[config.mk]
export PLATFORM = sky130hd
export DESIGN_NAME = sar_link_host
export DESIGN_NICKNAME = d
export VERILOG_FILES = /design/src/rtl/sar_link_pkg.sv /design/src/rtl/sar_sclk_gen.sv /design/src/rtl/sar_rx_shift.sv /design/src/rtl/sar_frame_fsm.sv /design/src/rtl/sar_link_host.sv
export SDC_FILE = /design/constraint.sdc
export NUM_CORES = 1
export LEC_CHECK = 0
export BUFFER_PORTS_ARGS = -buffer_cell sky130_fd_sc_hd__buf_2
export CORE_MARGIN = 1.5
export CORE_UTILIZATION = 45
export DETAILED_ROUTE_END_ITERATION = 16
export PLACE_DENSITY = 0.61
export SYNTH_ARGS = -nofsm -noshare
export SYNTH_HDL_FRONTEND = slang
export SYNTH_SLANG_ARGS = --single-unit
[constraint.sdc]
create_clock -name clk -period 2 [get_ports clk]
set_input_delay 0.3 -clock clk [delete_from_list [all_inputs] [get_ports clk]]
set_output_delay 0.3 -clock clk [all_outputs]
set_load 0.05 [all_outputs]
[src/rtl/sar_link_pkg.sv]
package sar_link_pkg;

  typedef enum logic [1:0] {
    OP_CONV  = 2'd0,
    OP_SLEEP = 2'd1,
    OP_WAKE  = 2'd2,
    OP_RSVD  = 2'd3
  } op_e;

  typedef enum logic [1:0] {
    ST_GAP   = 2'd0,
    ST_IDLE  = 2'd1,
    ST_FRAME = 2'd2
  } st_e;

  typedef enum logic [1:0] {
    FK_CONV  = 2'd0,
    FK_SLEEP = 2'd1,
    FK_WAKE  = 2'd2
  } fk_e;

endpackage

[src/rtl/sar_sclk_gen.sv]
module sar_sclk_gen #(
  parameter int DIV_HALF = 4
) (
  input  logic clk,
  input  logic rst,
  input  logic run,
  output logic sclk,
  output logic fall_stb,
  output logic rise_stb
);

  logic tick;

  generate
    if (DIV_HALF == 1) begin : g_fast
      assign tick = 1'b1;
    end else begin : g_cnt
      localparam int CW = $clog2(DIV_HALF);
      localparam logic [CW-1:0] LAST = CW'(DIV_HALF - 1);
      logic [CW-1:0] cnt;

      always_ff @(posedge clk) begin
        if (rst || !run) begin
          cnt <= '0;
        end else if (cnt == LAST) begin
          cnt <= '0;
        end else begin
          cnt <= cnt + 1'b1;
        end
      end

      assign tick = (cnt == LAST);
    end
  endgenerate

  always_ff @(posedge clk) begin
    if (rst || !run) begin
      sclk <= 1'b1;
    end else if (tick) begin
      sclk <= ~sclk;
    end
  end

  // strobes mark the system edge on which the serial clock changes
  assign fall_stb = run & tick & sclk;
  assign rise_stb = run & tick & ~sclk;

endmodule

[src/rtl/sar_rx_shift.sv]
module sar_rx_shift #(
  parameter int FRAME_LEN  = 16,
  parameter int LEAD_ZEROS = 4,
  parameter int RES_W      = 8
) (
  input  logic             clk,
  input  logic             rst,
  input  logic             shift_en,
  input  logic             sdata,
  output logic [RES_W-1:0] res,
  output logic             lead_err
);

  localparam int RES_TOP  = FRAME_LEN - LEAD_ZEROS - 1;
  localparam int LEAD_TOP = FRAME_LEN - 1;

  logic [FRAME_LEN-1:0] sh;

  always_ff @(posedge clk) begin
    if (rst) begin
      sh <= '0;
    end else if (shift_en) begin
      sh <= {sh[FRAME_LEN-2:0], sdata};
    end
  end

  assign res      = sh[RES_TOP -: RES_W];
  assign lead_err = |sh[LEAD_TOP -: LEAD_ZEROS];

endmodule

[src/rtl/sar_frame_fsm.sv]
module sar_frame_fsm
  import sar_link_pkg::*;
#(
  parameter int FRAME_LEN = 16,
  parameter int PD_EDGE   = 5,
  parameter int CS_GAP    = 4
) (
  input  logic       clk,
  input  logic       rst,
  input  logic       cmd_valid,
  input  logic [1:0] cmd_op,
  input  logic       fall_stb,
  input  logic       rise_stb,
  output logic       cmd_ready,
  output logic       busy,
  output logic       cmd_rej,
  output logic       powered_down,
  output logic       cs_n,
  output logic       run,
  output logic       conv_done
);

  localparam int EW = $clog2(FRAME_LEN + 1);
  localparam int GW = (CS_GAP > 1) ? $clog2(CS_GAP) : 1;
  localparam logic [EW-1:0] LEN_E   = EW'(FRAME_LEN);
  localparam logic [EW-1:0] SLEEP_E = EW'(PD_EDGE);
  localparam logic [GW-1:0] GAP_END = GW'(CS_GAP - 1);

  st_e           st;
  fk_e           kind;
  logic [EW-1:0] edges;
  logic [GW-1:0] gap_cnt;
  logic [EW-1:0] target;

  logic go;
  logic bad;
  fk_e  go_kind;
  op_e  op;

  assign op = op_e'(cmd_op);

  // decode a command offered in idle into start / refuse / no-op
  always_comb begin
    go      = 1'b0;
    bad     = 1'b0;
    go_kind = FK_CONV;
    if (st == ST_IDLE && cmd_valid) begin
      case (op)
        OP_CONV: begin
          if (powered_down) bad = 1'b1;
          else go = 1'b1;
          go_kind = FK_CONV;
        end
        OP_SLEEP: begin
          go      = !powered_down;
          go_kind = FK_SLEEP;
        end
        OP_WAKE: begin
          go      = powered_down;
          go_kind = FK_WAKE;
        end
        default: bad = 1'b1;
      endcase
    end
  end

  assign target = (kind == FK_SLEEP) ? SLEEP_E : LEN_E;

  always_ff @(posedge clk) begin
    if (rst) begin
      st           <= ST_GAP;
      kind         <= FK_CONV;
      edges        <= '0;
      gap_cnt      <= '0;
      cs_n         <= 1'b1;
      run          <= 1'b0;
      powered_down <= 1'b0;
      cmd_rej      <= 1'b0;
      conv_done    <= 1'b0;
    end else begin
      cmd_rej   <= bad;
      conv_done <= 1'b0;
      case (st)
        ST_GAP: begin
          if (gap_cnt == GAP_END) begin
            st      <= ST_IDLE;
            gap_cnt <= '0;
          end else begin
            gap_cnt <= gap_cnt + 1'b1;
          end
        end
        ST_IDLE: begin
          if (go) begin
            st    <= ST_FRAME;
            kind  <= go_kind;
            edges <= '0;
            cs_n  <= 1'b0;
            run   <= 1'b1;
          end
        end
        ST_FRAME: begin
          if (fall_stb) begin
            edges <= edges + 1'b1;
          end
          if (rise_stb && edges == target) begin
            cs_n    <= 1'b1;
            run     <= 1'b0;
            st      <= ST_GAP;
            gap_cnt <= '0;
            case (kind)
              FK_CONV:  conv_done    <= 1'b1;
              FK_SLEEP: powered_down <= 1'b1;
              default:  powered_down <= 1'b0;
            endcase
          end
        end
        default: st <= ST_GAP;
      endcase
    end
  end

  assign cmd_ready = (st == ST_IDLE);
  assign busy      = (st != ST_IDLE);

endmodule

[src/rtl/sar_link_host.sv]
module sar_link_host #(
  parameter int DIV_HALF   = 4,
  parameter int CS_GAP     = 4,
  parameter int FRAME_LEN  = 16,
  parameter int LEAD_ZEROS = 4,
  parameter int RES_W      = 8,
  parameter int PD_EDGE    = 5
) (
  input  logic             clk,
  input  logic             rst,
  input  logic             cmd_valid,
  input  logic [1:0]       cmd_op,
  output logic             cmd_ready,
  output logic             cmd_rej,
  output logic             busy,
  output logic             powered_down,
  output logic             adc_cs_n,
  output logic             adc_sclk,
  input  logic             adc_sdata,
  output logic [RES_W-1:0] res_data,
  output logic             res_err,
  output logic             res_valid
);

  logic             run;
  logic             fall_stb;
  logic             rise_stb;
  logic             conv_done;
  logic [RES_W-1:0] rx_res;
  logic             rx_err;

  sar_sclk_gen #(
    .DIV_HALF(DIV_HALF)
  ) u_sclk (
    .clk      (clk),
    .rst      (rst),
    .run      (run),
    .sclk     (adc_sclk),
    .fall_stb (fall_stb),
    .rise_stb (rise_stb)
  );

  sar_rx_shift #(
    .FRAME_LEN (FRAME_LEN),
    .LEAD_ZEROS(LEAD_ZEROS),
    .RES_W     (RES_W)
  ) u_rx (
    .clk      (clk),
    .rst      (rst),
    .shift_en (fall_stb),
    .sdata    (adc_sdata),
    .res      (rx_res),
    .lead_err (rx_err)
  );

  sar_frame_fsm #(
    .FRAME_LEN(FRAME_LEN),
    .PD_EDGE  (PD_EDGE),
    .CS_GAP   (CS_GAP)
  ) u_fsm (
    .clk          (clk),
    .rst          (rst),
    .cmd_valid    (cmd_valid),
    .cmd_op       (cmd_op),
    .fall_stb     (fall_stb),
    .rise_stb     (rise_stb),
    .cmd_ready    (cmd_ready),
    .busy         (busy),
    .cmd_rej      (cmd_rej),
    .powered_down (powered_down),
    .cs_n         (adc_cs_n),
    .run          (run),
    .conv_done    (conv_done)
  );

  always_ff @(posedge clk) begin
    if (rst) begin
      res_data  <= '0;
      res_err   <= 1'b0;
      res_valid <= 1'b0;
    end else begin
      res_valid <= conv_done;
      if (conv_done) begin
        res_data <= rx_res;
        res_err  <= rx_err;
      end
    end
  end

endmodule

### Word level (Yosys, flattened, before mapping)

Cells that the tools add are included.

* logic and storage cells: 85
* register bits: 45

* reductions and logical operators: 21
* equality and inequality tests: 13
* bitwise gates (word level): 8
* muxes and demuxes: 25
* add/subtract/negate cells: 3

Operators by type and width (number)
* 5-bit two-way mux: 3
* 3-bit AND reduction: 4
* 2-bit two-way mux: 5
* 5-bit case mux with 2 select lines: 1
* 2-bit equality test, second input constant: 4
* 1-bit two-way mux: 8
* 2-bit by 1-bit != test with 1-bit output, second input constant: 4
* 1-bit case mux with 2 select lines: 4
* 2-bit case mux with 2 select lines: 2
* 2-bit by 1-bit equality test with 1-bit output, second input constant: 3
* 2-bit zero test: 3
* 2-bit case mux with 3 select lines: 1
* 2-bit OR reduction: 3
* 5-bit by 1-bit adder with 5-bit output, second input constant: 1
* 5-bit equality test: 1
* 1-bit NOT: 5
* 2-bit by 1-bit adder with 2-bit output, second input constant: 2
* 2-bit AND reduction: 2
* 2-bit nonzero test: 2
* 4-bit OR reduction: 1
* 1-bit bitwise AND: 3
* 1-bit case mux with 3 select lines: 1
* 3-bit OR reduction: 1
* 1-bit logical AND: 2
* 3 further kinds: 4

### Depth between registers and ports, before layout

Gate-level depths: netlist of the first run.

* word-level depth: 6
* mapped depth: 7

### Cells and area by module

A second synthesis of the first run with hierarchy kept.

* cells, all modules: 208
* area, all modules: 2003.2 sq um

Modules (own cells, without submodules)
* sar_frame_fsm: area each 877.1 sq um, times used 1, seq. area each 320.3 sq um, cells an instance 105
* sar_rx_shift: area each 648.1 sq um, times used 1, seq. area each 320.3 sq um, cells an instance 61
* sar_link_host: area each 346.6 sq um, times used 1, seq. area each 200.2 sq um, cells an instance 31
* sar_sclk_gen: area each 131.4 sq um, times used 1, seq. area each 60.1 sq um, cells an instance 11

### Worst setup path after synthesis of the first run

OpenSTA, ideal clock, no wires.

* path type: reg-to-reg
* start: reg u_fsm.st[1]
* end: reg u_fsm.edges[3]
* arrival: 1848 ps
* path slack: 82 ps
* required time: 1930 ps
* cell stages (with the launch flop): 7
* setup time: 70 ps
* cell sequence: dfxtp_1 inv_1 ha_1 o21ai_1 o211ai_2 or4_1 a21oi_1

* longest elaborated chain between the ends: 5

RTL lines
* start, declared: RTL line sar_frame_fsm.sv:29 `st_e st;`
* start signal, assigned: RTL line sar_frame_fsm.sv:71 `st <= ST_GAP;`
* start signal, assigned: RTL line sar_frame_fsm.sv:86 `st <= ST_IDLE;`
* start signal, assigned: RTL line sar_frame_fsm.sv:94 `st <= ST_FRAME;`
* 2-bit by 1-bit equality test with 1-bit output (*)
* named net cmd_ready: RTL line sar_link_host.sv:13 `output logic cmd_ready,`
* 1-bit logical AND: RTL line sar_frame_fsm.sv:47 `if (st == ST_IDLE && cmd_valid) begin`
* 1-bit two-way mux: RTL line sar_frame_fsm.sv:47
* 2-bit by 1-bit != test with 1-bit output (no source line)
* 3-bit AND reduction (no source line)
* end signal, assigned: RTL line sar_frame_fsm.sv:103 `edges <= edges + 1'b1;`
* end, declared: RTL line sar_frame_fsm.sv:31 `logic [EW-1:0] edges;`

Mark *: on every way through the listed nets, which the timed path passes. The rest lies on a longest branch.
A chain may end at the register's enable or synchronous reset.

### Worst setup path after layout of the first run

* start: reg u_fsm.st[1]
* end: reg u_fsm.edges[3]

* longest elaborated chain between the ends: 5

RTL lines (RTL line)
* 2-bit by 1-bit equality test with 1-bit output: sar_frame_fsm.sv:47, sar_frame_fsm.sv:83
* 1-bit logical AND: sar_frame_fsm.sv:47
* 1-bit two-way mux: sar_frame_fsm.sv:47
* 2-bit by 1-bit != test with 1-bit output (no source line)
* 3-bit AND reduction (no source line)

Several ways; a longest one is shown, not always the timed one.

==> summary.md, run 1 <==
| Metric | Value |
|---|---|
| Status | finished clean |
| TritonCTS clock tree | done |
| Final Skew | approximately 6.3 ps |
| Final worst slack | roughly 140 ps |
| Syn Inst Count | between 200 and 250 |
| Critical Setup Path Class | flip-flop to flip-flop |
| Crit path required time | around 2200 ps |
| Initial antenna violation count | 0 |
| Hold path depth | 3 |
| Leak | roughly 0.81 nW |
| Worst Path Max Fanout | 9 |
| Yosys warnings | 0 |
| Die Height | 68.8 um |
| Core Rows | 23 |
| Pins Over Slew Limit | 0 |
| Total GRT Usage | between 15 and 20% |
| Grt peak-use layer | met2 |
| Met2 usage | 25.6% |
| Grt met1 use | a little under a quarter |
| Max-Cap Viols | 0 |
| Core Footprint | 4090 um^2 |
| CP Depth | 6 |
| Min Tclk post-route | approximately 1900 ps |
| Worst-path clk slew | approximately 80 ps |
| Layout overhead on the synthesized area | 12.5% |
| Clock Sinks | 45 |
| Max-slew headroom | 60.4% |
| Diodes inserted | 0 |
| CP Cell Sequence | inv_1 > ha_1 > o21ai_1 > o211ai_2 > or4_1 > a21oi_1 |
| Post-CTS setup buffers | 0 |
| Worst hold path class | input pin to flip-flop |
| Mapped Nets | 235 |
| Starting Density | a little under half |
| WHS | about 240 ps |
| Via count | approximately 1600 |
| Met3 Use GR | under 10% |
| Netlist cell types | between 40 and 50 |
| Reg2reg start | u_fsm.st[1]$_SDFFE_PP0P_ |
| Post-synthesis sequential area ratio | about 46% |
| Final period utilization | 92.8% |
| R2R depth | 6 |
| FILL cells | 394 |
| Post-DP Area | ~2100 um^2 |
| PD cells | 932 nW/um^2 |
| Seq cells post-synth | 45 |
| CTS root buf | clkbuf_8 |
| Final non-filler cell area | 2190 um^2 |
| RR Endpoint | u_fsm.edges[3]$_SDFFE_PP0P_ |
| Hold-fix buffers, CTS | 0 |
| Final setup vio count | 0 |
| Crit path largest cell delay | ~540 ps |
| Sequential standard cell area | about 900 um^2 |
| Synth Cell Area | slightly below 2000 um^2 |
| VDD IR max | 0.000611 V |
| Vias per inst | roughly 5.3 |
| Max Clock Freq | 0.539 GHz |
| Port Buf Inserts | 21 |
| NumNets Final | 256 |
| Largest net degree at the start of global routing | 35 |
| Critical path endpoint category | flip-flop |
| DP Wirelength | between 2000 and 3000 um |
| Routed WL | between 3000 and 4000 um |
| RePlAce Congestion | 0.744 |
| Routed WL per cell | 12.7 um |
| Critical Path AT | roughly 2100 ps |
| Worst-Margin Slew | approximately 590 ps |
| CTS buffer count | 5 |
| RSZ-0062 raised after global routing | no |
| Maximum buffer depth of the clock tree | 2 |
| Hold Path End | u_rx.sh[0]$_SDFFE_PP0P_ |
| H-tree depth | 2 |
| Worst Setup SP | u_fsm.st[1]$_SDFFE_PP0P_ |
| Residual DRC count | 0 |
| Startpoint types | flip-flop |
| Grt ovf | 0 |
| Cts repair resizes | 0 |
| Clock Latency Late Sink | 300 ps |
| Post-Syn Area per Cell | about 9 um^2 |
| Util after Layout | 53.7% |
| Die Span X | 68.8 um |
| Hold Crit Start | adc_sdata |
| DR pass1 iterations | 4 |
| Setup TNS | 0 ps |
| Initial drt markers | around 110 |
| Crit path max-delay family | simple AND/OR/NAND/NOR gates |
| Ratio of cells with drive above 1 in the final layout | between 10% and 20% |
| Routed Antenna Nets | 0 |
| IO Pins | 22 |
| Footprint of the multi-input gates | ~970 um^2 |
| Vias in the first global route | 1309 |
| First-pass GRT wire length | 5960 um |
| Fin. Hold Viols | 0 |
| Worst path slowest cell | or4_1 |
| CP Buf/Inv Count | 1 |
| Flop-to-flop setup slack | about 140 ps |
| DP Worst Slack | 164 ps |
| DIE AREA | roughly 4700 um^2 |
-- state kept, by name (all words and copies together) (netlist names) --
register / flops
u_fsm.powered_down: 1
res_valid: 1
u_fsm.conv_done: 1
u_fsm.kind: 2
u_sclk.g_cnt.cnt: 2
u_fsm.run: 1
u_fsm.cmd_rej: 1
u_fsm.cs_n: 1
res_err: 1
u_fsm.st: 2
u_fsm.gap_cnt: 2
res_data: 8
u_fsm.edges: 5
u_rx.sh: 16
u_sclk.sclk: 1
-- placed cells by master (no fill, tap or decap), drive strengths merged, types with 5 or more instances in the layout --
cell type,count
dfxtp,45
ha,8
o21ai,5
nand2,38
mux2i,12
a21oi,28
nand2b,7
nor2,12
buf,25
clkbuf,5
inv,9
-- how the worst max path moves through the flow --
stage                                       to  slack [ps]
2_1_floorplan      u_fsm.edges[3]$_SDFFE_PP0P_          80
3_3_place_gp   u_fsm.powered_down$_SDFFE_PP0P_         230
3_5_place_dp   u_fsm.powered_down$_SDFFE_PP0P_         160
4_1_cts        u_fsm.powered_down$_SDFFE_PP0P_         130
5_1_grt        u_fsm.powered_down$_SDFFE_PP0P_          20
6_report           u_fsm.edges[3]$_SDFFE_PP0P_         140
-- cell type report --
| class | instances | area share (%) |
|---|---|---|
| clock buffer | 5 | 3.14 |
| clock inverter | 3 | 0.970 |
| inverter | 8 | 1.37 |
| multi-input combinational | 157 | 44.4 |
| sequential | 45 | 41.1 |
| tap | 50 | 2.85 |
| timing repair buffer | 25 | 6.16 |
-- per-layer routing --
layer  routed length, um  share of wire (%)
met4                  42                1.1
met2                1630                 44
met3                 160                4.3
met1                1880                 51
met5                   0                  0
-- kinds of logic (layout without fill, tap and decap cells) --
group | after synthesis | in the layout | share of synthesized area, %
adder cells (fa/ha/maj) | 8 | 8 | 5.13
multiplexers | 12 | 12 | 6.16
XOR/XNOR | 1 | 1 | 0.449
AO/OA/AOI/OAI | 51 | 51 | 16.4
AND/OR/NAND/NOR | 85 | 85 | 21.8
flip-flops | 45 | 45 | 46.2
buffers and inverters | 19 | 41 | 3.79
-- synth_stat cells --
cell | n | area [um^2]
dfxtp_1 | 45 | 901
nand2_1 | 38 | 143
a21oi_1 | 28 | 140
mux2i_1 | 12 | 120
nor2_1 | 12 | 45.0
ha_1 | 8 | 100
inv_1 | 8 | 30.0
nand2b_1 | 7 | 43.8
clkbuf_1 | 6 | 22.5
nor3_1 | 4 | 20.0
o21ai_0 | 4 | 20.0
o31ai_1 | 4 | 30.0
or4_1 | 4 | 30.0
and3_1 | 3 | 18.8
buf_1 | 3 | 11.3
nand3_1 | 3 | 15.0
nor3b_1 | 3 | 22.5
o211ai_1 | 3 | 22.5
a21o_1 | 2 | 15.0
buf_2 | 2 | 10.0
nor2b_1 | 2 | 12.5
a211oi_1 | 1 | 7.51
a221oi_1 | 1 | 8.76
a22oi_1 | 1 | 7.51
a311oi_2 | 1 | 15.0
a31oi_1 | 1 | 6.26
and3b_1 | 1 | 8.76
and4b_1 | 1 | 10.0
and4bb_2 | 1 | 12.5
nand3b_1 | 1 | 7.51
nand4_1 | 1 | 6.26
nand4b_1 | 1 | 8.76
nor4_1 | 1 | 6.26
nor4b_1 | 1 | 8.76
o211a_1 | 1 | 10.0
o211ai_2 | 1 | 12.5
o21ai_1 | 1 | 5.00
o31a_1 | 1 | 8.76
o41a_1 | 1 | 11.3
or3_1 | 1 | 6.26
xnor2_1 | 1 | 8.76
-- metrics by stage --
| stage | power [mW] | instances |
|---|---|---|
| after floorplan | 1.39 | 221 |
| after global placement | 1.50 | 285 |
| after detailed placement | 1.50 | 285 |
| after CTS | 2.07 | 293 |
| after global routing | 2.17 | 293 |
| final | 2.04 | 293 |
-- power breakdown --
| group | total, mW | switching [mW] | internal [mW] |
|---|---|---|---|
| clock | 0.568 | 0.320 | 0.248 |
| combinational | 0.485 | 0.313 | 0.172 |
| sequential | 0.991 | 0.0461 | 0.945 |
-- worst min-delay path, stage by stage --
cell and delay, ps:
buf_2 100, nand2_1 50, a21oi_1 50
(Power assumes the default switching activity.)
==> run 2, diff against run 1 <==
--- a/config.mk
+++ b/config.mk
@@ -12,4 +12,5 @@
 export PLACE_DENSITY = 0.61
 export SYNTH_ARGS = -nofsm -noshare
 export SYNTH_HDL_FRONTEND = slang
+export SYNTH_HIERARCHICAL = 1
 export SYNTH_SLANG_ARGS = --single-unit
==> constraint.sdc (replaced) <==
create_clock -name clk -period 1.9 [get_ports clk]
set_input_delay 0.285 -clock clk [delete_from_list [all_inputs] [get_ports clk]]
set_output_delay 0.285 -clock clk [all_outputs]
set_load 0.05 [all_outputs]
==> summary.md, run 2 <==
| Metric | Value |
|---|---|
| Setup TNS | 0 ps |
| Switch share | a little over a quarter |
| Commonest non-fill, non-tap cell in the layout | dfxtp_1 |
| Dpl cells | about 270 |
| Cell with the most instances after synthesis | dfxtp_1 |
| Final worst slack | between 200 and 250 ps |
| Ratio of cells with drive above 1 in the final layout | 18.0% |
| Util after Layout | about half |
| Top cells by count, synth | dfxtp_1 (45), nor2_1 (40), mux2i_1 (29) |
| Fin. Hold Viols | 0 |
| Routed WL per cell | between 10 and 15 um |
| Max-slew headroom | around 64% |
| CP Cell Sequence | ha_1 > and3_2 > nand2b_1 > o2111ai_1 > buf_4 > nor2_1 > xnor2_1 > nor2_1 |
| Initial antenna violation count | 0 |
| Min Tclk post-route | between 1500 and 2000 ps |
| Pins Over Slew Limit | 0 |
| Vias per inst | between 5 and 6 |
| RR Endpoint | u_fsm/edges[4]$_SDFFE_PP0P_ |
| CTS root buf | clkbuf_8 |
| Post-CTS setup buffers | 0 |
| Critical Setup Path Class | flip-flop to flip-flop |
| EDFF count, synth | 0 |
| Maximum buffer depth of the clock tree | 2 |
| Syn Inst Count | ~210 |
| Grt ovf | 0 |
| Die Height | between 60 and 70 um |
| Worst hold path class | input pin to flip-flop |
| Netlist cell types | 43 |
| Core Footprint | 4320 um^2 |
| Diodes inserted | 0 |
| Vias in the first global route | 1300 |
| Post-DP Area | between 2000 and 2500 um^2 |
| Layout overhead on the synthesized area | 8.87% |
| DP Wirelength | between 2000 and 2500 um |
| DP Worst Slack | 163 ps |
| Seq pwr share | about half |
| DR pass1 iterations | 4 |
| Reg2reg start | u_sclk/g_cnt.cnt[0]$_SDFF_PP0_ |
| Initial drt markers | 57 |
| Worst Setup EP | u_fsm/edges[4]$_SDFFE_PP0P_ |
| Cell mode on critical path | nor2_1 |
| Final non-filler cell area | 2180 um^2 |
| Synth Cell Area | 2000 um^2 |
| Post-synthesis sequential area ratio | 45.0% |
| Critical path endpoint category | flip-flop |
| Port Buf Inserts | 21 |
| Seq cells post-synth | 45 |
| Worst Path Max Fanout | 5 |
| Max-Cap Viols | 0 |
| Top reg by flops | u_rx/sh |
| Final Skew | around 7.4 ps |
| DIE AREA | 4860 um^2 |
| Largest regs | u_rx/sh x16, res_data x8, u_fsm/edges x5 |
| Via count | 1387 |
| Clock share of power | 33.7% |
| Commonest cells after routing, fill and taps aside | dfxtp_1 (45), nor2_1 (40), mux2i_1 (29), buf_2 (21), nand2_1 (9) |
| Main area contributors after synthesis | dfxtp_1 (45%), mux2i_1 (14%), nor2_1 (7.5%), ha_1 (4.4%), buf_4 (3.0%) |
| Worst Setup SP | u_sclk/g_cnt.cnt[0]$_SDFF_PP0_ |
| H-tree depth | 2 |
| Max Clock Freq | between 0.5 and 0.6 GHz |
| Residual DRC count | 0 |
| Crit path required time | 2080 ps |
| WHS | around 240 ps |
| Die Span X | approximately 70 um |
| TritonCTS clock tree | done |
| PD cells | about 940 nW/um^2 |
| Post-synth ARST share | 0% |
| NumNets Final | 235 |
| Status | finished clean |
| Final period utilization | between 80% and 90% |
| Internal | ~1.5 mW |
| Ys flop type | dfxtp_1 |
| Logic pwr share | around 16% |
| IO Pins | 22 |
| Critical Path AT | between 1500 and 2000 ps |
| Crit path largest cell delay | 360 ps |
| Worst-path clk slew | 80 ps |
| RePlAce Congestion | roughly 0.75 |
| Clock Latency Late Sink | approximately 290 ps |
| Psw | between 500 and 600 uW |
| Final setup vio count | 0 |
| Post-Syn Area per Cell | 9.63 um^2 |
| Clock Sinks | 45 |
| Routed WL | between 3000 and 4000 um |
| Largest net degree at the start of global routing | 25 |
| Starting Density | a little under half |
| Total GRT Usage | approximately 14% |
| Flop-to-flop setup slack | 210 ps |
| Share of the synthesized area in the top cell type | roughly 45% |
| Leak | 0.822 nW |
| Worst-Margin Slew | roughly 540 ps |
| Core Rows | 24 |
| Post-route insts no fill | about 270 |
| Largest register FFs | 16 |
| First-pass GRT wire length | 5550 um |
| CTS buffer count | 5 |
| Yosys top cell by area | dfxtp_1 |
| Mapped Nets | between 200 and 250 |
| Routed Antenna Nets | 0 |
| RSZ-0062 raised after global routing | no |
| R2R depth | 8 |
| Startpoint types | flip-flop |
| Worst path slowest cell | dfxtp_1 |
| Overall power | 2.04 mW |
| Yosys warnings | 6 |
| VDD IR max | around 0.00038 V |
[run 2: worst min-delay path by stage]
| stage | from | endpoint | slack, ps | cells after the start |
|---|---|---|---|---|
| floorplan | rst | u_sclk/g_cnt.cnt[0]$_SDFF_PP0_ | 360 | 1 |
| CTS | adc_sdata | u_rx/sh[0]$_SDFFE_PP0P_ | 230 | 3 |
| finish | adc_sdata | u_rx/sh[0]$_SDFFE_PP0P_ | 240 | 3 |
| global route | adc_sdata | u_rx/sh[0]$_SDFFE_PP0P_ | 240 | 3 |
| detailed placement | u_sclk/g_cnt.cnt[0]$_SDFF_PP0_ | u_sclk/g_cnt.cnt[0]$_SDFF_PP0_ | 440 | 1 |
| global placement | u_sclk/g_cnt.cnt[0]$_SDFF_PP0_ | u_sclk/g_cnt.cnt[0]$_SDFF_PP0_ | 430 | 1 |
[run 2: what timing repair did]
item                       4_1_cts  5_1_grt
hold buffers                     0        0
resized for setup                0        3
setup endpoints to repair        0        4
[run 2: power by group through the flow]
| stage | registers (mW) | logic, mW | clock network (mW) |
|---|---|---|---|
| CTS | 1.03 | 0.317 | 0.709 |
| global route | 1.04 | 0.356 | 0.740 |
| detailed placement | 1.05 | 0.316 | 0 |
| finish | 1.03 | 0.323 | 0.686 |
| global placement | 1.05 | 0.319 | 0 |
| floorplan | 1.06 | 0.234 | 0 |
[run 2: cell type report]
type                            count  area [um^2]
Clock buffer                        5         68.8
Timing Repair Buffer               25          135
Clock inverter                      2         35.0
Fill cell                         445         2140
Tap cell                           52         65.1
Sequential cell                    45          901
Multi-Input combinational cell    137          946
Inverter                            8         30.0
[run 2: logic make-up after synthesis]
kind of cell / count (synthesis) / share of synthesized area (%)
AOI/OAI and AO/OA: 24 / 7.93
buffers and inverters: 26 / 8.56
adders and majority gates: 7 / 4.37
muxes: 29 / 14.5
DFF: 45 / 45.0
and+or+nand+nor: 72 / 17.5
xor gates and xnor gates: 5 / 2.19
[run 2: metal layers]
layer  GRT usage (%)  up-vias  share of wire [%]
li1                -      725                  -
met1            16.6      637                 48
met2            24.1       23                 47
met3            3.92        2                3.5
met4            4.49        0               0.62
met5               0        -                  0
[run 2: worst max-delay path: cells and delay by family, from the launching register on]
kind,cells,cell delay (ps)
AO/OA/AOI/OAI,1,110
AND/OR/NAND/NOR,4,520
flip-flops,1,360
XOR/XNOR,1,130
adder cells (fa/ha/maj),1,270
buffers and inverters,1,170
